$ cat config.mk
export PLATFORM = sky130hd
export DESIGN_NAME = nand_ecc_dual
export DESIGN_NICKNAME = d
export VERILOG_FILES = /design/src/rtl/nand_ecc_pkg.sv /design/src/rtl/necc_mode_ctrl.sv /design/src/rtl/necc_half_acc.sv /design/src/rtl/necc_readout.sv /design/src/rtl/nand_ecc_dual.sv
export SDC_FILE = /design/constraint.sdc
export NUM_CORES = 1
export LEC_CHECK = 0
export ABC_AREA = 1
export BUFFER_PORTS_ARGS = -buffer_cell sky130_fd_sc_hd__buf_2
export CORE_MARGIN = 2
export CORE_UTILIZATION = 40
export CTS_CLUSTER_SIZE = 30
export DETAILED_ROUTE_END_ITERATION = 7
export SLEW_MARGIN = 5
export SYNTH_ARGS = -nofsm -noshare
export SYNTH_HDL_FRONTEND = slang
export SYNTH_SLANG_ARGS = --single-unit
$ cat constraint.sdc
create_clock -name clk -period 2.77 [get_ports clk]
set_clock_uncertainty 0.1 [all_clocks]
set_input_delay 0.831 -clock clk [delete_from_list [all_inputs] [get_ports clk]]
set_output_delay 0.831 -clock clk [all_outputs]
set_load 0.01 [all_outputs]
$ cat src/rtl/nand_ecc_pkg.sv
// Shared constants and types for the dual-half NAND ECC generator.
// Assumes a 256-byte half, so each line-parity field is 16 bits wide.
package nand_ecc_pkg;
    localparam int HALF_BYTES   = 256;
    localparam int ADDR_W       = $clog2(HALF_BYTES);
    localparam int LP_W         = 2 * ADDR_W;
    localparam int SECTOR_BYTES = 2 * HALF_BYTES;
    localparam int CNT_W        = $clog2(SECTOR_BYTES) + 1;
    localparam int WORD_W       = 16;
    localparam int NUM_RES      = 3;
    localparam int PTR_W        = 2;

    localparam logic [7:0] CODE_CLEAR  = 8'hF4;
    localparam logic [7:0] CODE_CALC   = 8'hB4;
    localparam logic [7:0] CODE_RESULT = 8'hD4;
    localparam logic [7:0] CODE_DATA   = 8'h94;

    typedef enum logic [1:0] {
        ST_DATA  = 2'd0,
        ST_CLR   = 2'd1,
        ST_CALC  = 2'd2,
        ST_RES   = 2'd3
    } necc_state_e;
endpackage

$ cat src/rtl/necc_mode_ctrl.sv
// Mode decoder: turns written mode codes into the block state and one-cycle
// clear / readout-start strobes. Assumes unknown codes must leave state alone.
module necc_mode_ctrl
    import nand_ecc_pkg::*;
(
    input  logic        clk,
    input  logic        rst_n,
    input  logic        mode_we,
    input  logic [7:0]  mode_code,
    output necc_state_e state,
    output logic        clr,
    output logic        rd_start
);
    // Strobes that act in the same edge as the mode write.
    always_comb begin
        clr      = mode_we && (mode_code == CODE_CLEAR);
        rd_start = mode_we && (mode_code == CODE_RESULT);
    end

    // State register updated only by recognised codes.
    always_ff @(posedge clk) begin
        if (!rst_n) begin
            state <= ST_DATA;
        end else if (mode_we) begin
            case (mode_code)
                CODE_CLEAR:  state <= ST_CLR;
                CODE_CALC:   state <= ST_CALC;
                CODE_RESULT: state <= ST_RES;
                CODE_DATA:   state <= ST_DATA;
                default:     state <= state;
            endcase
        end
    end
endmodule

$ cat src/rtl/necc_half_acc.sv
// One Hamming accumulator for a half-sector. Takes a 16-bit word as two bytes
// at an even byte address and its odd neighbour. Assumes base_idx is even.
module necc_half_acc #(
    parameter int ADDR_W = 8,
    localparam int LP_W  = 2 * ADDR_W
) (
    input  logic              clk,
    input  logic              rst_n,
    input  logic              clr,
    input  logic              en,
    input  logic [ADDR_W-1:0] base_idx,
    input  logic [15:0]       word,
    output logic [LP_W-1:0]   lp,
    output logic [7:0]        col
);
    logic [5:0]        cp;
    logic [ADDR_W-1:0] idx_hi;
    logic [LP_W-1:0]   lp_delta;
    logic [5:0]        cp_delta;

    // Line-parity contribution of one byte at one address.
    function automatic logic [LP_W-1:0] lp_term(input logic [7:0] b,
                                                 input logic [ADDR_W-1:0] a);
        logic [LP_W-1:0] t;
        logic            p;
        p = ^b;
        for (int k = 0; k < ADDR_W; k++) begin
            t[2*k+1] = p & a[k];
            t[2*k]   = p & ~a[k];
        end
        return t;
    endfunction

    // Column-parity contribution of one byte.
    function automatic logic [5:0] cp_term(input logic [7:0] b);
        return {^(b & 8'hF0), ^(b & 8'h0F), ^(b & 8'hCC),
                ^(b & 8'h33), ^(b & 8'hAA), ^(b & 8'h55)};
    endfunction

    // Combined change from both bytes of the word.
    always_comb begin
        idx_hi   = base_idx | ADDR_W'(1);
        lp_delta = lp_term(word[7:0], base_idx) ^ lp_term(word[15:8], idx_hi);
        cp_delta = cp_term(word[7:0]) ^ cp_term(word[15:8]);
    end

    // Parity accumulators.
    always_ff @(posedge clk) begin
        if (!rst_n || clr) begin
            lp <= '0;
            cp <= '0;
        end else if (en) begin
            lp <= lp ^ lp_delta;
            cp <= cp ^ cp_delta;
        end
    end

    assign col = {cp, 2'b11};
endmodule

$ cat src/rtl/necc_readout.sv
// Result sequencer: a pointer over three result words in the interleaved
// byte order. Assumes 16-bit line-parity fields.
module necc_readout
    import nand_ecc_pkg::*;
(
    input  logic             clk,
    input  logic             rst_n,
    input  logic             clr,
    input  logic             start,
    input  logic             adv,
    input  logic [LP_W-1:0]  lp_a,
    input  logic [7:0]       col_a,
    input  logic [LP_W-1:0]  lp_b,
    input  logic [7:0]       col_b,
    output logic [PTR_W-1:0] ptr,
    output logic [WORD_W-1:0] res_word
);
    // Pointer: cleared by clear or start, wraps after the last word.
    always_ff @(posedge clk) begin
        if (!rst_n || clr || start) begin
            ptr <= '0;
        end else if (adv) begin
            ptr <= (ptr == PTR_W'(NUM_RES - 1)) ? '0 : ptr + 1'b1;
        end
    end

    // Word select in the fixed interleaved order.
    always_comb begin
        case (ptr)
            2'd0:    res_word = {lp_a[15:8], lp_a[7:0]};
            2'd1:    res_word = {lp_b[7:0], col_a};
            default: res_word = {col_b, lp_b[15:8]};
        endcase
    end
endmodule

$ cat src/rtl/nand_ecc_dual.sv
// Top: dual-half Hamming ECC over a 512-byte sector streamed as 16-bit words.
// Assumes words arrive low byte first and that software issues mode codes.
module nand_ecc_dual
    import nand_ecc_pkg::*;
(
    input  logic        clk,
    input  logic        rst_n,
    input  logic        mode_we,
    input  logic [7:0]  mode_code,
    input  logic        dat_valid,
    input  logic [15:0] dat_word,
    input  logic        res_rd,
    output logic [15:0] res_word
);
    necc_state_e       st;
    logic              clr;
    logic              rd_start;
    logic [CNT_W-1:0]  byte_cnt;
    logic              acc_go;
    logic [PTR_W-1:0]  rd_ptr;
    logic [LP_W-1:0]   lp_h  [2];
    logic [7:0]        col_h [2];

    necc_mode_ctrl u_mode (
        .clk       (clk),
        .rst_n     (rst_n),
        .mode_we   (mode_we),
        .mode_code (mode_code),
        .state     (st),
        .clr       (clr),
        .rd_start  (rd_start)
    );

    // Accept a word only while accumulating and inside the sector.
    assign acc_go = (st == ST_CALC) && dat_valid &&
                    (byte_cnt < CNT_W'(SECTOR_BYTES));

    // Byte index: two bytes per accepted word, saturating at the sector end.
    always_ff @(posedge clk) begin
        if (!rst_n || clr) begin
            byte_cnt <= '0;
        end else if (acc_go) begin
            byte_cnt <= byte_cnt + CNT_W'(2);
        end
    end

    for (genvar h = 0; h < 2; h++) begin : g_half
        necc_half_acc #(.ADDR_W(ADDR_W)) u_acc (
            .clk      (clk),
            .rst_n    (rst_n),
            .clr      (clr),
            .en       (acc_go && (byte_cnt[ADDR_W] == 1'(h))),
            .base_idx (byte_cnt[ADDR_W-1:0]),
            .word     (dat_word),
            .lp       (lp_h[h]),
            .col      (col_h[h])
        );
    end

    necc_readout u_rd (
        .clk      (clk),
        .rst_n    (rst_n),
        .clr      (clr),
        .start    (rd_start),
        .adv      ((st == ST_RES) && res_rd),
        .lp_a     (lp_h[0]),
        .col_a    (col_h[0]),
        .lp_b     (lp_h[1]),
        .col_b    (col_h[1]),
        .ptr      (rd_ptr),
        .res_word (res_word)
    );
endmodule

==> results of run 1 <==
## stage by stage
step | cell area (sq um) | utilization | power (mW) | setup WS [ps] | cells
2_1_floorplan | 3940 | - | 1.13 | 618 | 642
3_3_place_gp | 4290 | 0.443 | 1.22 | 314 | 805
3_5_place_dp | 4290 | 0.443 | 1.22 | 280 | 805
4_1_cts | 4510 | 0.465 | 2.11 | 155 | 821
5_1_grt | 4510 | 0.466 | 2.19 | 58.6 | 821
6_report | 4510 | 0.466 | 2.09 | 164 | 821
## cell usage in the layout, fill, tap and decap left out
master | synthesis | final
inv_1 | 101 | 101
nor2_2 | 0 | 2
clkbuf_1 | 11 | 1
clkinv_4 | 0 | 1
nor3_1 | 6 | 6
nand4_1 | 29 | 29
nand2_1 | 170 | 169
nor3_2 | 1 | 1
inv_2 | 8 | 8
buf_2 | 11 | 44
a22oi_1 | 9 | 9
xor2_1 | 3 | 3
o211a_1 | 1 | 1
xnor2_1 | 20 | 20
bufinv_16 | 0 | 2
dfxtp_1 | 57 | 57
nand2_4 | 8 | 8
nand3_1 | 81 | 81
nand2_2 | 14 | 15
o21ai_0 | 19 | 19
a21oi_1 | 15 | 15
buf_4 | 4 | 15
mux2_2 | 1 | 1
clkinv_2 | 0 | 2
o221ai_1 | 7 | 7
inv_4 | 2 | 2
clkbuf_8 | 0 | 10
nor3b_1 | 1 | 1
ha_1 | 1 | 1
a31oi_1 | 5 | 5
nor2_1 | 54 | 52
## state kept, by name, indices dropped and copies added (netlist names)
name and count:
u_mode.state 2, g_half.u_acc.lp 32, byte_cnt 9, u_rd.ptr 2
g_half.u_acc.cp 12
## cell usage after synthesis (2+ instances only)
| cell | count | area [sq um] |
|---|---|---|
| nor2_1 | 54 | 203 |
| nand2_1 | 170 | 638 |
| a22oi_1 | 9 | 67.6 |
| xnor2_1 | 20 | 175 |
| nand4_1 | 29 | 181 |
| buf_2 | 11 | 55.1 |
| a31oi_1 | 5 | 31.3 |
| xor2_1 | 3 | 26.3 |
| o21ai_0 | 19 | 95.1 |
| o221ai_1 | 7 | 61.3 |
| nand3_1 | 81 | 405 |
| nand2_4 | 8 | 90.1 |
| dfxtp_1 | 57 | 1140 |
| buf_6 | 2 | 22.5 |
| buf_4 | 4 | 30.0 |
| nor3_1 | 6 | 30.0 |
| inv_4 | 2 | 12.5 |
| a21oi_1 | 15 | 75.1 |
| inv_2 | 8 | 30.0 |
| clkbuf_1 | 11 | 41.3 |
| inv_1 | 101 | 379 |
| nand2_2 | 14 | 87.6 |
## power by group through the flow
| stage | clock network [mW] | logic [mW] | registers [mW] |
|---|---|---|---|
| global placement | 0 | 0.380 | 0.840 |
| floorplan | 0 | 0.294 | 0.840 |
| finish | 0.886 | 0.384 | 0.821 |
| global route | 0.943 | 0.427 | 0.821 |
| CTS | 0.902 | 0.385 | 0.821 |
| detailed placement | 0 | 0.385 | 0.840 |
## final timing paths
path / slack, ps / from / cells past startpoint / endpoint
worst min-delay path: 340 / g_half[0].u_acc.lp[1]$_SDFFE_PP0P_ / 1 / g_half[0].u_acc.lp[1]$_SDFFE_PP0P_
worst max register to register: 800 / u_mode.state[0]$_SDFFE_PN0P_ / 8 / g_half[1].u_acc.lp[0]$_SDFFE_PP0P_
worst max-delay path: 160 / u_rd.ptr[1]$_SDFFE_PP0P_ / 5 / res_word[3]
worst min register to register: 340 / g_half[0].u_acc.lp[1]$_SDFFE_PP0P_ / 1 / g_half[0].u_acc.lp[1]$_SDFFE_PP0P_
## per-layer routing
metal / vias to the layer above / GRT usage
li1: 2128 / -
met1: 1820 / 0.298
met2: 115 / 0.341
met3: 19 / 0.0531
met4: 0 / 0.0840
met5: - / 0
## repair_timing
action,CTS,global route
setup endpoints to repair,0,1
gates resized for setup,0,1
endpoints found under the hold margin,0,0
## final cells by class
class | instances | area (sq um)
clock buffers | 11 | 141
well taps | 133 | 166
multi-input cells | 445 | 2230
flip-flops and latches | 57 | 1140
clock inverters | 5 | 78.8
fillers | 1012 | 5180
inverters | 111 | 422
repair buffers | 59 | 333
## logic make-up after synthesis
| group | share of synthesized area |
|---|---|
| buf+inv | 0.147 |
| flops | 0.290 |
| mux | 0.00286 |
| fa+ha+maj | 0.00318 |
| xor+xnor | 0.0512 |
| simple gates | 0.420 |
| compound gates | 0.0864 |
## worst max-delay path, delay by kind of cell (launching register included)
family	cells	cell delay, ps
flops	1	370
compound gates	1	270
buf+inv	3	510
simple gates	1	170
==> results.ini, run 1 <==
[outcome]
status=finished, final reports clean

[synthesis]
avgSynthCellArea_sq_um=6.13
async_reset_ff_frac=0
synthCells=642
ys_types=28
syn_area_sq_um=3940
synth-seq-area-share=0.290
synth_ff_type=dfxtp_1
syn_nets=672
yosys_warnings=0
synth-edff-count=0
ys_ff_latch=57

[placed_design]
hpwl_mm=7.80
port_buffers=44
globalplace.congestion=0.903

[critical_path]
crit_path_max_fanout=6
critPathArrivalTime_ps=1670
worstPathCellList=nor2_1, buf_4, inv_1, o221ai_1, buf_2
path_class=register to output pin
crit_path_end_kind=output pin
cp-start-kind=register
slowest_stage=dfxtp_1
slowest_delay_ps=370
critPathRequiredTime_ps=1840

[detailed_routing]
via_per_inst=4.97
dr_wl_met2_mm=4.93
vias=4082
finalWirelength_mm=10.9
dr.first_iter.drc_count=300
drtAntennaViolNets=0
firstDrtPassIters=5
remaining_drc_errors=0
avgRoutedWirePerCell_um=13.2
highest_layer=met4
wl_met3_um=577
wl_met1_mm=5.05

[grt]
grt_overflow=0
gr-usage-all-layers=0.220
grt_pass1_vias=3686
grt_pass1_wl_mm=18.1
antenna_found_initial=0
grt_max_degree=49

[cts]
cts_buffers=9
root_buffer=clkbuf_8
cts_tree=built
hold_buffers=0
clk_latency_ps=350
cts.sinks=57
cts_max_level=3
cts_setup_buffers=0
clockBufferDepth=2
clk_pin_slew_ps=70

[cells_and_area]
syn_to_final_growth_pct=14.5
antenna_cells=0
nets=713
drive_above_1_share=0.161

[sta]
hold_viol_final=0
slew_headroom=0.629
fmax_ghz=0.384
drv_slew=0
rsz0062_at_grt=no
setup_viol=0
min_period_ps=2610
whs_ps=341
finalSetupTns_ps=0
min_period_over_period=0.941
worstMarginPinSlew_ps=556

[flow_run]
max_cap_violations=0

[floorplan]
die_height_um=103
ios=45
dieWidth_um=103
die_area_sq_um=10700
row_count=36
start_util=0.407
coreArea_sq_um=9680

[power]
leakage_nw=2.11
combPwrFrac=0.184
p_int_mw=1.48
clockPowerShare=0.424
pwr-share-seq=0.393
switching_share=0.295
ir_worst_vdd_uv=162
switchingPower_mw=0.616
powerDensity_nw_per_um2=464

[worst_hold_path]
min_path_type=register to register

Note: power is estimated with default switching activity, not from simulation.
==> run 2: changes to the inputs <==
--- a/config.mk
+++ b/config.mk
@@ -11,6 +11,7 @@
 export CORE_UTILIZATION = 40
 export CTS_CLUSTER_SIZE = 30
 export DETAILED_ROUTE_END_ITERATION = 7
+export PLACE_DENSITY = 0.65
 export SLEW_MARGIN = 5
 export SYNTH_ARGS = -nofsm -noshare
 export SYNTH_HDL_FRONTEND = slang
==> results.ini, run 2 (synthesized netlist as in run 1, its figures left out) <==
[detailed_routing]
via_per_inst=5.03
dr.first_iter.drc_count=231
avgRoutedWirePerCell_um=12.8
remaining_drc_errors=0
firstDrtPassIters=6
drtAntennaViolNets=0
vias=4115
finalWirelength_mm=10.5

[critical_path]
cp-startpoint=u_rd.ptr[1]$_SDFFE_PP0P_
crit_path_end_kind=output pin
crit_path_max_fanout=7
critPathArrivalTime_ps=1710
path_class=register to output pin
cp-start-kind=register
r2r-start=u_mode.state[0]$_SDFFE_PN0P_
critPathRequiredTime_ps=1840

[cells_and_area]
final_util=0.467
reg_top3=g_half.u_acc.lp (32), g_half.u_acc.cp (12), byte_cnt (9)
drive_above_1_share=0.159
final_common_cell=nand2_1
syn_to_final_growth_pct=14.8
n_fill_cell=991
antenna_cells=0
nets=710
largest_reg_flops=32
final_cells=818
max_flop_register=g_half.u_acc.lp
most-common-layout-cells=nand2_1, inv_1, nand3_1

[cts]
cts_max_level=3
clk_latency_ps=350
cts_buffers=9
clk_pin_slew_ps=80
clockBufferDepth=2
cts_setup_buffers=0
hold_buffers=0
cts.sinks=57
cts-resized-gates=0
cts_tree=built
root_buffer=clkbuf_8

[sta]
worstMarginPinSlew_ps=489
fmax_ghz=0.379
hold_viol_final=0
setup_viol=0
rsz0062_at_grt=no
whs_ps=335
min_period_over_period=0.954
slew_headroom=0.674
drv_slew=0
min_period_ps=2640
finalSetupTns_ps=0

[power]
combPwrFrac=0.175
clockPowerShare=0.447
switchingPower_mw=0.635
ir_worst_vdd_uv=195
total_power_mw=2.17
pwr-share-seq=0.378
switching_share=0.292
powerDensity_nw_per_um2=481
leakage_nw=2.10
p_int_mw=1.54

[floorplan]
row_count=36
dieWidth_um=103
ios=45
coreArea_sq_um=9680
die_height_um=103
die_area_sq_um=10700
start_util=0.407

[grt]
antenna_found_initial=0
gr-usage-all-layers=0.210
grt_max_degree=40
grt_pass1_vias=3898
grt_overflow=0
grt_pass1_wl_mm=17.7

[outcome]
status=finished, final reports clean

[flow_run]
max_cap_violations=0

[placed_design]
dp.cells=802
hpwl_mm=7.43
globalplace.congestion=0.793
port_buffers=44

[worst_hold_path]
min_path_type=register to register
worstHoldStart=g_half[0].u_acc.lp[1]$_SDFFE_PP0P_

## run 2: cell types whose count changed in the layout (fill, tap and decap cells not counted)
| cell | delta |
|---|---|
| buf_4 | -4 |
| clkinvlp_4 | +2 |
| buf_12 | +1 |
| bufinv_16 | +1 |
| clkbuf_1 | -1 |
| clkbuf_8 | -1 |
| clkinv_2 | -1 |
| dfxtp_1 | -1 |
| dfxtp_2 | +1 |
| nand2_1 | +1 |
| nand2_2 | -1 |
## run 2: through the flow
step / setup WS [ps] / area (sq um)
floorplan: 618 / 3940
global placement: 299 / 4280
detailed placement: 220 / 4280
CTS: 25.1 / 4520
global route: 69.8 / 4520
finish: 129 / 4520
## run 2: area by class of cell
class	instances	area [sq um]	area share
Tap cell	133	166	0.0368
Inverter	111	422	0.0933
Clock inverter	7	119	0.0263
Multi-Input combinational cell	445	2220	0.492
Timing Repair Buffer	56	323	0.0714
Sequential cell	57	1140	0.253
Clock buffer	9	124	0.0274
## run 2: worst paths after layout
path	slack (ps)	cells after the start	endpoint
setup / recovery	130	6	res_word[3]
hold / removal	340	1	g_half[0].u_acc.lp[1]$_SDFFE_PP0P_
setup reg to reg	860	7	byte_cnt[7]$_SDFFE_PP0P_
hold reg to reg	340	1	g_half[0].u_acc.lp[1]$_SDFFE_PP0P_
## run 2: worst max-delay path: stages, from the launching register on
cell	delay (ps)
dfxtp_2	440
inv_1	80
nand2_1	230
inv_1	220
nand2_1	100
o221ai_1	130
buf_2	170
## run 2: per-layer routing
layer,GRT usage,wire length (um),part of all wire
met1,0.263,4750,0.45
met2,0.359,4970,0.47
met3,0.0450,551,0.052
met4,0.0749,241,0.023
met5,0,0,0
## run 2: power by group through the flow
stage	Sequential [mW]	Clock (mW)	Combinational [mW]
detailed placement	0.840	0	0.381
global route	0.821	1.01	0.421
floorplan	0.840	0	0.294
global placement	0.840	0	0.371
CTS	0.821	0.977	0.382
finish	0.821	0.972	0.381
==> run 3: changes to the inputs <==
--- a/config.mk
+++ b/config.mk
@@ -11,6 +11,7 @@
 export CORE_UTILIZATION = 40
 export CTS_CLUSTER_SIZE = 30
 export DETAILED_ROUTE_END_ITERATION = 7
+export GPL_TIMING_DRIVEN = 0
 export PLACE_DENSITY = 0.65
 export SLEW_MARGIN = 5
 export SYNTH_ARGS = -nofsm -noshare
==> constraint.sdc (replaced) <==
create_clock -name clk -period 2.77 [get_ports clk]
set_clock_uncertainty 0.1 [all_clocks]
set_input_delay 0.831 -clock clk [delete_from_list [all_inputs] [get_ports clk]]
set_output_delay 0.831 -clock clk [all_outputs]
set_load 0.005 [all_outputs]
==> results.ini, run 3 (synthesized netlist as in run 1, its figures left out) <==
[sta]
min_period_ps=2650
worstMarginPinSlew_ps=693
drv_slew=0
fmax_ghz=0.378
slew_headroom=0.538
hold_viol_final=0
min_period_over_period=0.955
whs_ps=336
setup_viol=0
rsz0062_at_grt=no

[grt]
grt_max_degree=12
grt_pass1_wl_mm=19.2
gr-usage-all-layers=0.238
grt_overflow=0
antenna_found_initial=0
grt_pass1_vias=3966

[placed_design]
port_buffers=44
hpwl_mm=8.72
globalplace.congestion=0.883
dp.cells=819
placed_area_sq_um=4320

[detailed_routing]
dr.first_iter.drc_count=356
via_per_inst=5.17
remaining_drc_errors=0
finalWirelength_mm=12.1
drtAntennaViolNets=0
firstDrtPassIters=5
vias=4322
avgRoutedWirePerCell_um=14.5

[power]
leakage_nw=2.15
p_int_mw=1.49
combPwrFrac=0.195
switching_share=0.304
pwr-share-seq=0.382
powerDensity_nw_per_um2=469
total_power_mw=2.15
ir_worst_vdd_uv=268
clockPowerShare=0.423
switchingPower_mw=0.652

[cells_and_area]
nets=728
finalInstanceArea_sq_um=4570
syn_to_final_growth_pct=16.2
drive_above_1_share=0.166
n_fill_cell=1007
largest_reg_flops=32
reg_top3=g_half.u_acc.lp (32), g_half.u_acc.cp (12), byte_cnt (9)
final_common_cell=nand2_1
final_cells=836
most-common-layout-cells=nand2_1, inv_1, nand3_1
seq_area_sq_um=1140
antenna_cells=0
multiInputGateArea_sq_um=2230
max_flop_register=g_half.u_acc.lp

[floorplan]
die_height_um=103
die_area_sq_um=10700
ios=45
coreArea_sq_um=9680
start_util=0.407
row_count=36
dieWidth_um=103

[cts]
cts_buffers=9
hold_buffers=0
cts_max_level=3
root_buffer=clkbuf_8
clk_latency_ps=360
clk_pin_slew_ps=70
cts_tree=built
clockBufferDepth=2
cts.sinks=57

[outcome]
status=finished, final reports clean

[critical_path]
critPathRequiredTime_ps=1840
crit_path_end_kind=output pin
critPathArrivalTime_ps=1710
cp-start-kind=register
crit_path_max_fanout=10
path_class=register to output pin

[flow_run]
max_cap_violations=0

[worst_hold_path]
min_path_type=register to register

## run 3: changes by cell type in the layout (fill, tap and decap cells not counted), sizes merged
cell / delta
buf: +7
bufinv: -1
clkbuf: +12
clkinv: -1
clkinvlp: +1
## run 3: timing repair
action                                  CTS  global route
buffers inserted                          0             1
gates resized for setup                   5             4
endpoints found under the setup margin   16             7
pin swaps                                 0             1
## run 3: layer usage
metal | routed length [um] | track usage
met5 | 0 | 0
met2 | 5570 | 0.395
met3 | 932 | 0.0397
met1 | 5300 | 0.306
met4 | 284 | 0.104
## run 3: final timing paths
path	depth (start not counted)	endpoint	slack (ps)	startpoint
worst max register to register	8	g_half[1].u_acc.lp[11]$_SDFFE_PP0P_	730	u_mode.state[0]$_SDFFE_PN0P_
worst min register to register	1	g_half[1].u_acc.lp[0]$_SDFFE_PP0P_	340	g_half[1].u_acc.lp[0]$_SDFFE_PP0P_
worst min-delay path	1	g_half[1].u_acc.lp[0]$_SDFFE_PP0P_	340	g_half[1].u_acc.lp[0]$_SDFFE_PP0P_
worst max-delay path	6	res_word[13]	120	u_rd.ptr[1]$_SDFFE_PP0P_
## run 3: power groups by stage
| stage | Combinational [mW] | Sequential, mW | Clock [mW] |
|---|---|---|---|
| final | 0.418 | 0.821 | 0.908 |
| after detailed placement | 0.410 | 0.840 | 0 |
| after CTS | 0.412 | 0.821 | 0.920 |
| after floorplan | 0.294 | 0.840 | 0 |
| after global placement | 0.403 | 0.840 | 0 |
| after global routing | 0.455 | 0.821 | 0.961 |
## run 3: final cells by class
cell class / count / share of cell area
Buffer: 29 / 0.0356
Clock buffer: 10 / 0.0301
Clock inverter: 6 / 0.0200
Inverter: 111 / 0.0922
Multi-Input combinational cell: 445 / 0.487
Sequential cell: 57 / 0.249
Tap cell: 133 / 0.0364
Timing Repair Buffer: 45 / 0.0498
## run 3: metrics by stage
stage	utilization	setup TNS, ps	worst slack, ps
floorplan	-	0	668
global placement	0.447	-760	-135
detailed placement	0.447	-1090	-165
CTS	0.471	0	17.9
global route	0.472	0	52.4
finish	0.472	0	125
## run 3: worst max-delay path: stages (launching register included)
cell,delay (ps)
dfxtp_1,320
buf_2,300
nor2_4,100
clkbuf_4,220
a22oi_1,150
o21ai_0,120
buf_2,140
